--- src/rtl/selfprog_pkg.sv ---
// Package: shared command type for the self-programming register.
// Assumes: the five command encodings are fixed by the software interface.
package selfprog_pkg;
    typedef enum logic [2:0] {
        OP_NONE,
        OP_LOAD,
        OP_ERASE,
        OP_WRITE,
        OP_LOCK,
        OP_REOPEN
    } op_e;
endpackage

--- src/rtl/selfprog_decode.sv ---
// Module: maps a five-bit command pattern onto an operation.
// Assumes: every pattern outside the five legal ones means "no operation".
module selfprog_decode
    import selfprog_pkg::*;
(
    input  logic [4:0] pat,
    output op_e        op
);
    // Purpose: pattern to operation lookup.
    always_comb begin
        unique case (pat)
            5'b00001: op = OP_LOAD;
            5'b00011: op = OP_ERASE;
            5'b00101: op = OP_WRITE;
            5'b01001: op = OP_LOCK;
            5'b10001: op = OP_REOPEN;
            default:  op = OP_NONE;
        endcase
    end
endmodule

--- src/rtl/selfprog_window.sv ---
// Module: acceptance window counter. After start, it stays open for WIN cycles.
// Assumes: stop (strobe taken) closes the window. Start has priority over stop.
module selfprog_window #(
    parameter int WIN = 4,
    localparam int CW = (WIN > 1) ? $clog2(WIN) : 1
) (
    input  logic          clk,
    input  logic          rst_n,
    input  logic          start,
    input  logic          stop,
    output logic          open_o,
    output logic [CW-1:0] left_o
);
    // Purpose: open, count down and close the window.
    always_ff @(posedge clk) begin
        if (!rst_n) begin
            open_o <= 1'b0;
            left_o <= '0;
        end else if (start) begin
            open_o <= 1'b1;
            left_o <= CW'(WIN - 1);
        end else if (stop) begin
            open_o <= 1'b0;
        end else if (open_o) begin
            if (left_o == '0) open_o <= 1'b0;
            else              left_o <= left_o - 1'b1;
        end
    end
endmodule

--- src/rtl/selfprog_timer.sv ---
// Module: models the flash programming time with a countdown.
// Assumes: start only arrives while idle. done_o is high during the last busy cycle.
module selfprog_timer #(
    parameter int CYCLES = 64,
    localparam int TW = $clog2(CYCLES + 1)
) (
    input  logic clk,
    input  logic rst_n,
    input  logic start,
    output logic busy_o,
    output logic done_o
);
    logic [TW-1:0] cnt_q;

    // Purpose: load the duration on start and count down while busy.
    always_ff @(posedge clk) begin
        if (!rst_n) begin
            busy_o <= 1'b0;
            cnt_q  <= '0;
        end else if (start) begin
            busy_o <= 1'b1;
            cnt_q  <= TW'(CYCLES - 1);
        end else if (busy_o) begin
            if (cnt_q == '0) busy_o <= 1'b0;
            else             cnt_q  <= cnt_q - 1'b1;
        end
    end

    // Purpose: flag the final busy cycle.
    assign done_o = busy_o && (cnt_q == '0);
endmodule

--- src/rtl/selfprog_ctrl.sv ---
// Module: self-programming command/status register (top).
// It arms a command on a register write, fires it on a strobe within the
// window, and runs erase/write through the timer.
// Assumes: byte addresses, with word index in prog_addr[WORD_W:1] and page
// number above that. Pages at or above NRWW_FIRST_PAGE halt the CPU while
// programmed.
module selfprog_ctrl
    import selfprog_pkg::*;
#(
    parameter int         ADDR_W          = 16,
    parameter int         WORD_W          = 7,
    parameter int         NRWW_FIRST_PAGE = 224,
    parameter int         PROG_CYCLES     = 64,
    parameter int         WIN_CYCLES      = 4,
    parameter logic [7:0] LOCK_INIT       = 8'hFF,
    localparam int        PAGE_W          = ADDR_W - WORD_W - 1
) (
    input  logic              clk,
    input  logic              rst_n,
    input  logic              reg_we,
    input  logic [7:0]        reg_wdata,
    output logic [7:0]        reg_rdata,
    input  logic              prog_strobe,
    input  logic [ADDR_W-1:0] prog_addr,
    input  logic [15:0]       prog_data,
    input  logic              lpm_strobe,
    input  logic [7:0]        fuse_bits,
    output logic [7:0]        lpm_data,
    output logic              lpm_valid,
    output logic              buf_we,
    output logic [WORD_W-1:0] buf_idx,
    output logic [15:0]       buf_wdata,
    output logic              buf_clr,
    output logic              flash_erase,
    output logic              flash_write,
    output logic [PAGE_W-1:0] flash_page,
    output logic              prog_done,
    output logic              cpu_halt,
    output logic [7:0]        lock_bits,
    output logic              irq
);
    localparam int CW = (WIN_CYCLES > 1) ? $clog2(WIN_CYCLES) : 1;

    logic [4:0]        cmd_q;
    logic              irq_en_q, rbusy_q, halt_q;
    logic [PAGE_W-1:0] page_q;
    logic [7:0]        lock_q;
    op_e               wr_op, cur_op;
    logic              win_open;
    logic [CW-1:0]     win_left;
    logic              tmr_busy, tmr_done;
    logic              take, cmd_load, expire, is_prog, in_nrww;
    logic [PAGE_W-1:0] addr_page;

    selfprog_decode u_dec_wr  (.pat(reg_wdata[4:0]), .op(wr_op));
    selfprog_decode u_dec_cur (.pat(cmd_q),          .op(cur_op));

    selfprog_window #(.WIN(WIN_CYCLES)) u_win (
        .clk(clk), .rst_n(rst_n), .start(cmd_load), .stop(take),
        .open_o(win_open), .left_o(win_left)
    );

    selfprog_timer #(.CYCLES(PROG_CYCLES)) u_tmr (
        .clk(clk), .rst_n(rst_n), .start(take && is_prog),
        .busy_o(tmr_busy), .done_o(tmr_done)
    );

    // Purpose: qualify strobe, write and window-expiry events.
    always_comb begin
        addr_page = prog_addr[ADDR_W-1:WORD_W+1];
        in_nrww   = (int'(addr_page) >= NRWW_FIRST_PAGE);
        is_prog   = (cur_op == OP_ERASE) || (cur_op == OP_WRITE);
        take      = prog_strobe && cmd_q[0] && win_open && !tmr_busy;
        cmd_load  = reg_we && !tmr_busy && !take && (wr_op != OP_NONE);
        expire    = win_open && (win_left == '0) && !take && !cmd_load;
    end

    // Purpose: command bits; load, hold through programming, auto-clear.
    always_ff @(posedge clk) begin
        if (!rst_n)                   cmd_q <= '0;
        else if (cmd_load)            cmd_q <= reg_wdata[4:0];
        else if (take && !is_prog)    cmd_q <= '0;
        else if (tmr_done || expire)  cmd_q <= '0;
    end

    // Purpose: interrupt enable follows every register write.
    always_ff @(posedge clk) begin
        if (!rst_n)      irq_en_q <= 1'b0;
        else if (reg_we) irq_en_q <= reg_wdata[7];
    end

    // Purpose: read-busy flag, set by programming the read-while-write region.
    always_ff @(posedge clk) begin
        if (!rst_n)                               rbusy_q <= 1'b0;
        else if (take && is_prog && !in_nrww)     rbusy_q <= 1'b1;
        else if (take && cur_op == OP_REOPEN)     rbusy_q <= 1'b0;
    end

    // Purpose: halt request while the no-read region is being programmed.
    always_ff @(posedge clk) begin
        if (!rst_n)                            halt_q <= 1'b0;
        else if (take && is_prog && in_nrww)   halt_q <= 1'b1;
        else if (tmr_done)                     halt_q <= 1'b0;
    end

    // Purpose: latch the target page when programming starts.
    always_ff @(posedge clk) begin
        if (!rst_n)                 page_q <= '0;
        else if (take && is_prog)   page_q <= addr_page;
    end

    // Purpose: lock byte storage, loaded by the lock-set command.
    always_ff @(posedge clk) begin
        if (!rst_n)                         lock_q <= LOCK_INIT;
        else if (take && cur_op == OP_LOCK) lock_q <= prog_data[7:0];
    end

    // Purpose: drive the outputs from state and qualified events.
    always_comb begin
        reg_rdata   = {irq_en_q, rbusy_q, 1'b0, cmd_q};
        buf_we      = take && (cur_op == OP_LOAD);
        buf_idx     = prog_addr[WORD_W:1];
        buf_wdata   = prog_data;
        buf_clr     = (take && cur_op == OP_REOPEN) || (tmr_done && cmd_q[2]);
        flash_erase = take && (cur_op == OP_ERASE);
        flash_write = take && (cur_op == OP_WRITE);
        flash_page  = page_q;
        prog_done   = tmr_done;
        cpu_halt    = halt_q;
        lock_bits   = lock_q;
        irq         = irq_en_q && !cmd_q[0];
        lpm_valid   = lpm_strobe && (cur_op == OP_LOCK) && win_open && (win_left != '0);
        lpm_data    = prog_addr[0] ? fuse_bits : lock_q;
    end
endmodule

--- config.mk ---
export PLATFORM = sky130hd
export DESIGN_NAME = selfprog_ctrl
export DESIGN_NICKNAME = d
export VERILOG_FILES = /design/src/rtl/selfprog_pkg.sv /design/src/rtl/selfprog_decode.sv /design/src/rtl/selfprog_window.sv /design/src/rtl/selfprog_timer.sv /design/src/rtl/selfprog_ctrl.sv
export SDC_FILE = /design/constraint.sdc
export NUM_CORES = 1
export LEC_CHECK = 0
export ABC_AREA = 1
export BUFFER_PORTS_ARGS = -buffer_cell sky130_fd_sc_hd__buf_2
export CAP_MARGIN = 0
export CORE_ASPECT_RATIO = 0.75
export CORE_MARGIN = 2
export CORE_UTILIZATION = 41
export CTS_CLUSTER_DIAMETER = 50
export DETAILED_ROUTE_END_ITERATION = 8
export GPL_TIMING_DRIVEN = 0
export PLACE_DENSITY_LB_ADDON = 0.1
export SYNTH_ARGS = -nofsm -noshare
export SYNTH_HDL_FRONTEND = slang
export SYNTH_HIERARCHICAL = 1
export SYNTH_SLANG_ARGS = --single-unit
--- constraint.sdc ---
create_clock -name clk -period 1.6 [get_ports clk]
set_clock_uncertainty 0.05 [all_clocks]
set_input_delay 0.08 -clock clk [delete_from_list [all_inputs] [get_ports clk]]
set_output_delay 0.08 -clock clk [all_outputs]
set_load 0.01 [all_outputs]
==> run summary <==
The run finished, with violations left. The final reports fail on setup timing. After layout, the worst setup slack is -0.120 ns.

For this design the ratio of total power to cell area is ~600 mW/mm^2. The vertical die dimension came out at about 67 um. The top cell types in the final layout, fill and taps aside, are buf_2 (97), nand2_1 (64), buf_4 (37), inv_1 (31), dfxtp_1 (28). The die is 87.5 um wide.

The internal power consumption came out at around 1600 uW. The number of global-route vias before repair is ~2,100. The endpoint identified for the worst register-to-register timing path is u_tmr/cnt_q[4]. The pin count of the biggest net entering global routing came out at 12. Of the total power, combinational logic draws 0.164.

Setup repair after global routing could not meet its margin everywhere. In the global route stage, met1 resource usage came out at 0.243. The effective utilization at floorplan is 0.433. The min-delay analysis places its worst path in the category input pin to flop. Each instance of the synthesized netlist takes up on average approximately 7 um^2. The count of inserted antenna diode cells came out at 0. The clock period minus final worst setup slack came out at 1.72 ns. Detailed placement finished with a half-perimeter wire length of ~4200 um.

The number of remaining DRC errors is 0. The post-synthesis cell type count came out at 31. The area share of the largest cell type after synthesis is 0.327. The path type of the worst setup path is flop to output port. The row count came out at 22.

The number of clock sinks came out at 35. The mean number of vias per cell came out at around 4.7. Of the total synthesized cell area, the portion taken by full adders, half adders and majority gates is 0.0175. Relative to the synthesized area, the layout overhead comes to 58.4%. Dividing the detail-routed wire length by the instance count gives between 10 and 15 um. Of the total power, the share spent switching nets is 0.237. The cell area after technology mapping came out at approximately 0.0021 mm^2.

The congestion estimate from routability-driven global placement came to between 0.7 and 0.8. The net count of the finished layout is between 500 and 600. The post-synthesis async set-or-reset flop share is 0. The synthesized instance count came out at approximately 310.

The final count of hold timing violations came out at 0. The pin slew with the least headroom to its limit is around 0.55 ns. The number of antenna violations at the first check in global routing came out at 0. The leading area contributor after synthesis is dfxtp_1. The global routing's busiest layer is met2. The die covers 0.00583 mm^2. The clock latency at the later pin of the worst-skew pair came out at 0.28 ns.

Ranked by total cell area, the synthesized netlist is headed by dfxtp_1 (33%), nand2_1 (12%), buf_4 (9.1%). The number of buffers added by the clock tree synthesis step came out at 5. The final wirelength is 5870 um. In this run the worst setup path terminates at flash_write.

The required time of the critical path is between 1 and 1.5 ns. The count of antenna-violating nets left after detailed routing came out at 0. The worst register-to-register path begins at cmd_q[0].

TritonCTS built the clock tree. ~120 I/O pins were placed. The most used flip-flop cell after synthesis is dfxtp_1.

The sequential cells in the finished layout cover a total of slightly above 700 um^2. The standard cell core area is 0.00495 mm^2. The compound-cell area share of the yosys netlist is 0.117. The total via count in the routed design is approximately 2,400. The sequential-to-total area share from yosys stat came out at 0.327. Hold is met by 0.00315 ns. The first-pass GRT wire length is between 8000 and 9000 um. The count of buffers inserted at the top-level ports is 97. The cell count of the worst reg-to-reg path is 14. The combinational family with the most area after synthesis is simple AND/OR/NAND/NOR gates. The final global-route overflow total is 0. The number of buffers on the longest clock path came out at 2. Yosys printed 6 warnings. The highest clock rate is 0.581 GHz. The global-route met3 utilization is 0.0434. CTS built an H-tree with a depth of 2.

The clock group share of total power is 0.397. The number of nets in the synthesized netlist is 370. Clock tree synthesis selected as its root buffer the cell clkbuf_8. Before CTS, the worst setup slack after placement is -0.162 ns.

The slack of the worst reg-to-reg path is -0.07 ns. For this run, global-route usage on met2 was measured as 0.334. The clock-pin slew on the worst setup and hold paths came out at around 0.070 ns. The critical path starts at cmd_q[0]. The number of fillers in the final layout came out at approximately 430.

The cell leakage power came out at between 0.0015 and 0.002 uW. The total of max-cap violations came out at 0. Headroom to the max-slew limit came out at 0.634. The fraction of synthesized area in multiplexers came out at 0. The ratio of cells with drive above 1 in the final layout is 0.529.

The synthesized design contains 0 enable-type register cells. The commonest non-fill, non-tap cell in the layout is buf_2. The reported net switching power came out at 484 uW.

The data arrival time of the critical path came out at ~1.6 ns. In the global route stage, overall resource usage came out at 0.193. Of the total power, registers draw 0.438. The max-slew violation count is 0. In the final layout, the multi-input gates occupy around 0.0012 mm^2. Setup violations remaining at the end of the flow were counted as 10. The type of origin of the critical path is a flop.

The sort of element at the end of the critical path is an output port. The portion of the clock cycle consumed by the worst path in the final layout is 1.07. The post-route total power came out at 2040 uW. The worst-case IR drop observed on VDD is approximately 0.45 mV. The number of detailed-routing iterations run before antenna repair is 4.

The violation count after the first detailed-routing iteration came out at ~70. Along the worst path, the maximum fanout reaches 4. In this run, synthesis produced a sequential element count of 35. Of the total synthesized cell area, the portion taken by AND, OR, NAND and NOR gates is 0.342. The share of the synthesized netlist area taken by xor and xnor gates is 0.00408.
-- state kept, by name (all words and copies together), names as in the netlist, 2 cells and up --
signal	flops
flash_page	8
lock_bits	8
u_win/left_o	2
u_tmr/cnt_q	7
cmd_q	5
-- synthesized netlist by cell type (2+ instances only) --
cell,instances
or2_1,2
nor2_1,34
nand2_2,4
clkbuf_1,2
nand3b_1,2
nand3_2,6
buf_2,3
dfxtp_1,35
nand2_4,3
nor2_2,4
nand4_1,7
a21oi_1,18
inv_1,41
o21ai_1,9
nand2_1,68
ha_1,3
o211ai_2,2
buf_4,26
o21ai_0,9
inv_2,6
o211ai_1,6
nand3_1,15
-- worst min path at each step --
| stage | startpoint | to | slack (ns) | cells after the start |
|---|---|---|---|---|
| after CTS | prog_addr[14] | flash_page[6] | 0.0004 | 3 |
| after global placement | prog_data[3] | lock_bits[3] | 0.26 | 3 |
| after global routing | rst_n | u_tmr/cnt_q[6] | 0.02 | 3 |
| after detailed placement | prog_data[3] | lock_bits[3] | 0.25 | 3 |
| after floorplan | prog_data[2] | lock_bits[2] | 0.14 | 2 |
| final | prog_addr[15] | flash_page[7] | 0.003 | 3 |
-- stage by stage --
stage / util / TNS [ns] / cells / cell area, um^2
after floorplan: - / 0 / 314 / 2170
after global placement: 0.551 / -0.879 / 471 / 2730
after detailed placement: 0.551 / -1.40 / 471 / 2730
after CTS: 0.635 / -0.615 / 503 / 3140
after global routing: 0.686 / -2.68 / 510 / 3400
final: 0.686 / -0.646 / 510 / 3400
-- critical path, cell delays in order (launching register included) --
cell	delay (ns)
dfxtp_4	0.37
buf_6	0.13
nand2_4	0.05
nor2_2	0.03
nand2_1	0.07
inv_2	0.07
nor2_4	0.13
nand3_4	0.11
buf_6	0.15
nor2_2	0.08
buf_2	0.12
-- final cells by class --
type                    instances  share of cell area
plain buffers                  32              0.0722
clock buffers                   6              0.0243
clock inverters                 2              0.0103
inverters                      48              0.0589
multi-input cells             199               0.362
flip-flops and latches         35               0.210
well taps                      60              0.0221
repair buffers                128               0.240
-- power groups by stage --
stage               Clock [uW]  Combinational (uW)  Sequential [uW]
finish                     810                 334              893
global route               858                 371              894
CTS                        833                 319              893
detailed placement           0                 287              914
global placement             0                 284              914
floorplan                    0                 167              913
-- routing by layer --
metal	wire, um	part of all wire
met1	2670	0.46
met2	2860	0.49
met3	316	0.054
met4	21	0.0036
met5	0	0
-- what timing repair did --
item                                    4_1_cts  5_1_grt
pin swaps                                    12       16
gates cloned                                  1        1
hold buffers                                 13        0
buffers inserted                             10        6
endpoints found under the setup margin       27       32
resized for setup                            27       49
hold endpoints to repair                     13        0
-- cell families after synthesis --
| group | Yosys count |
|---|---|
| AOI/OAI and AO/OA | 44 |
| xor gates and xnor gates | 1 |
| adders and majority gates | 3 |
| buffers and inverters | 80 |
| DFF | 35 |
| other | 1 |
| and+or+nand+nor | 150 |
No activity file was read; power rests on OpenSTA's default activity.
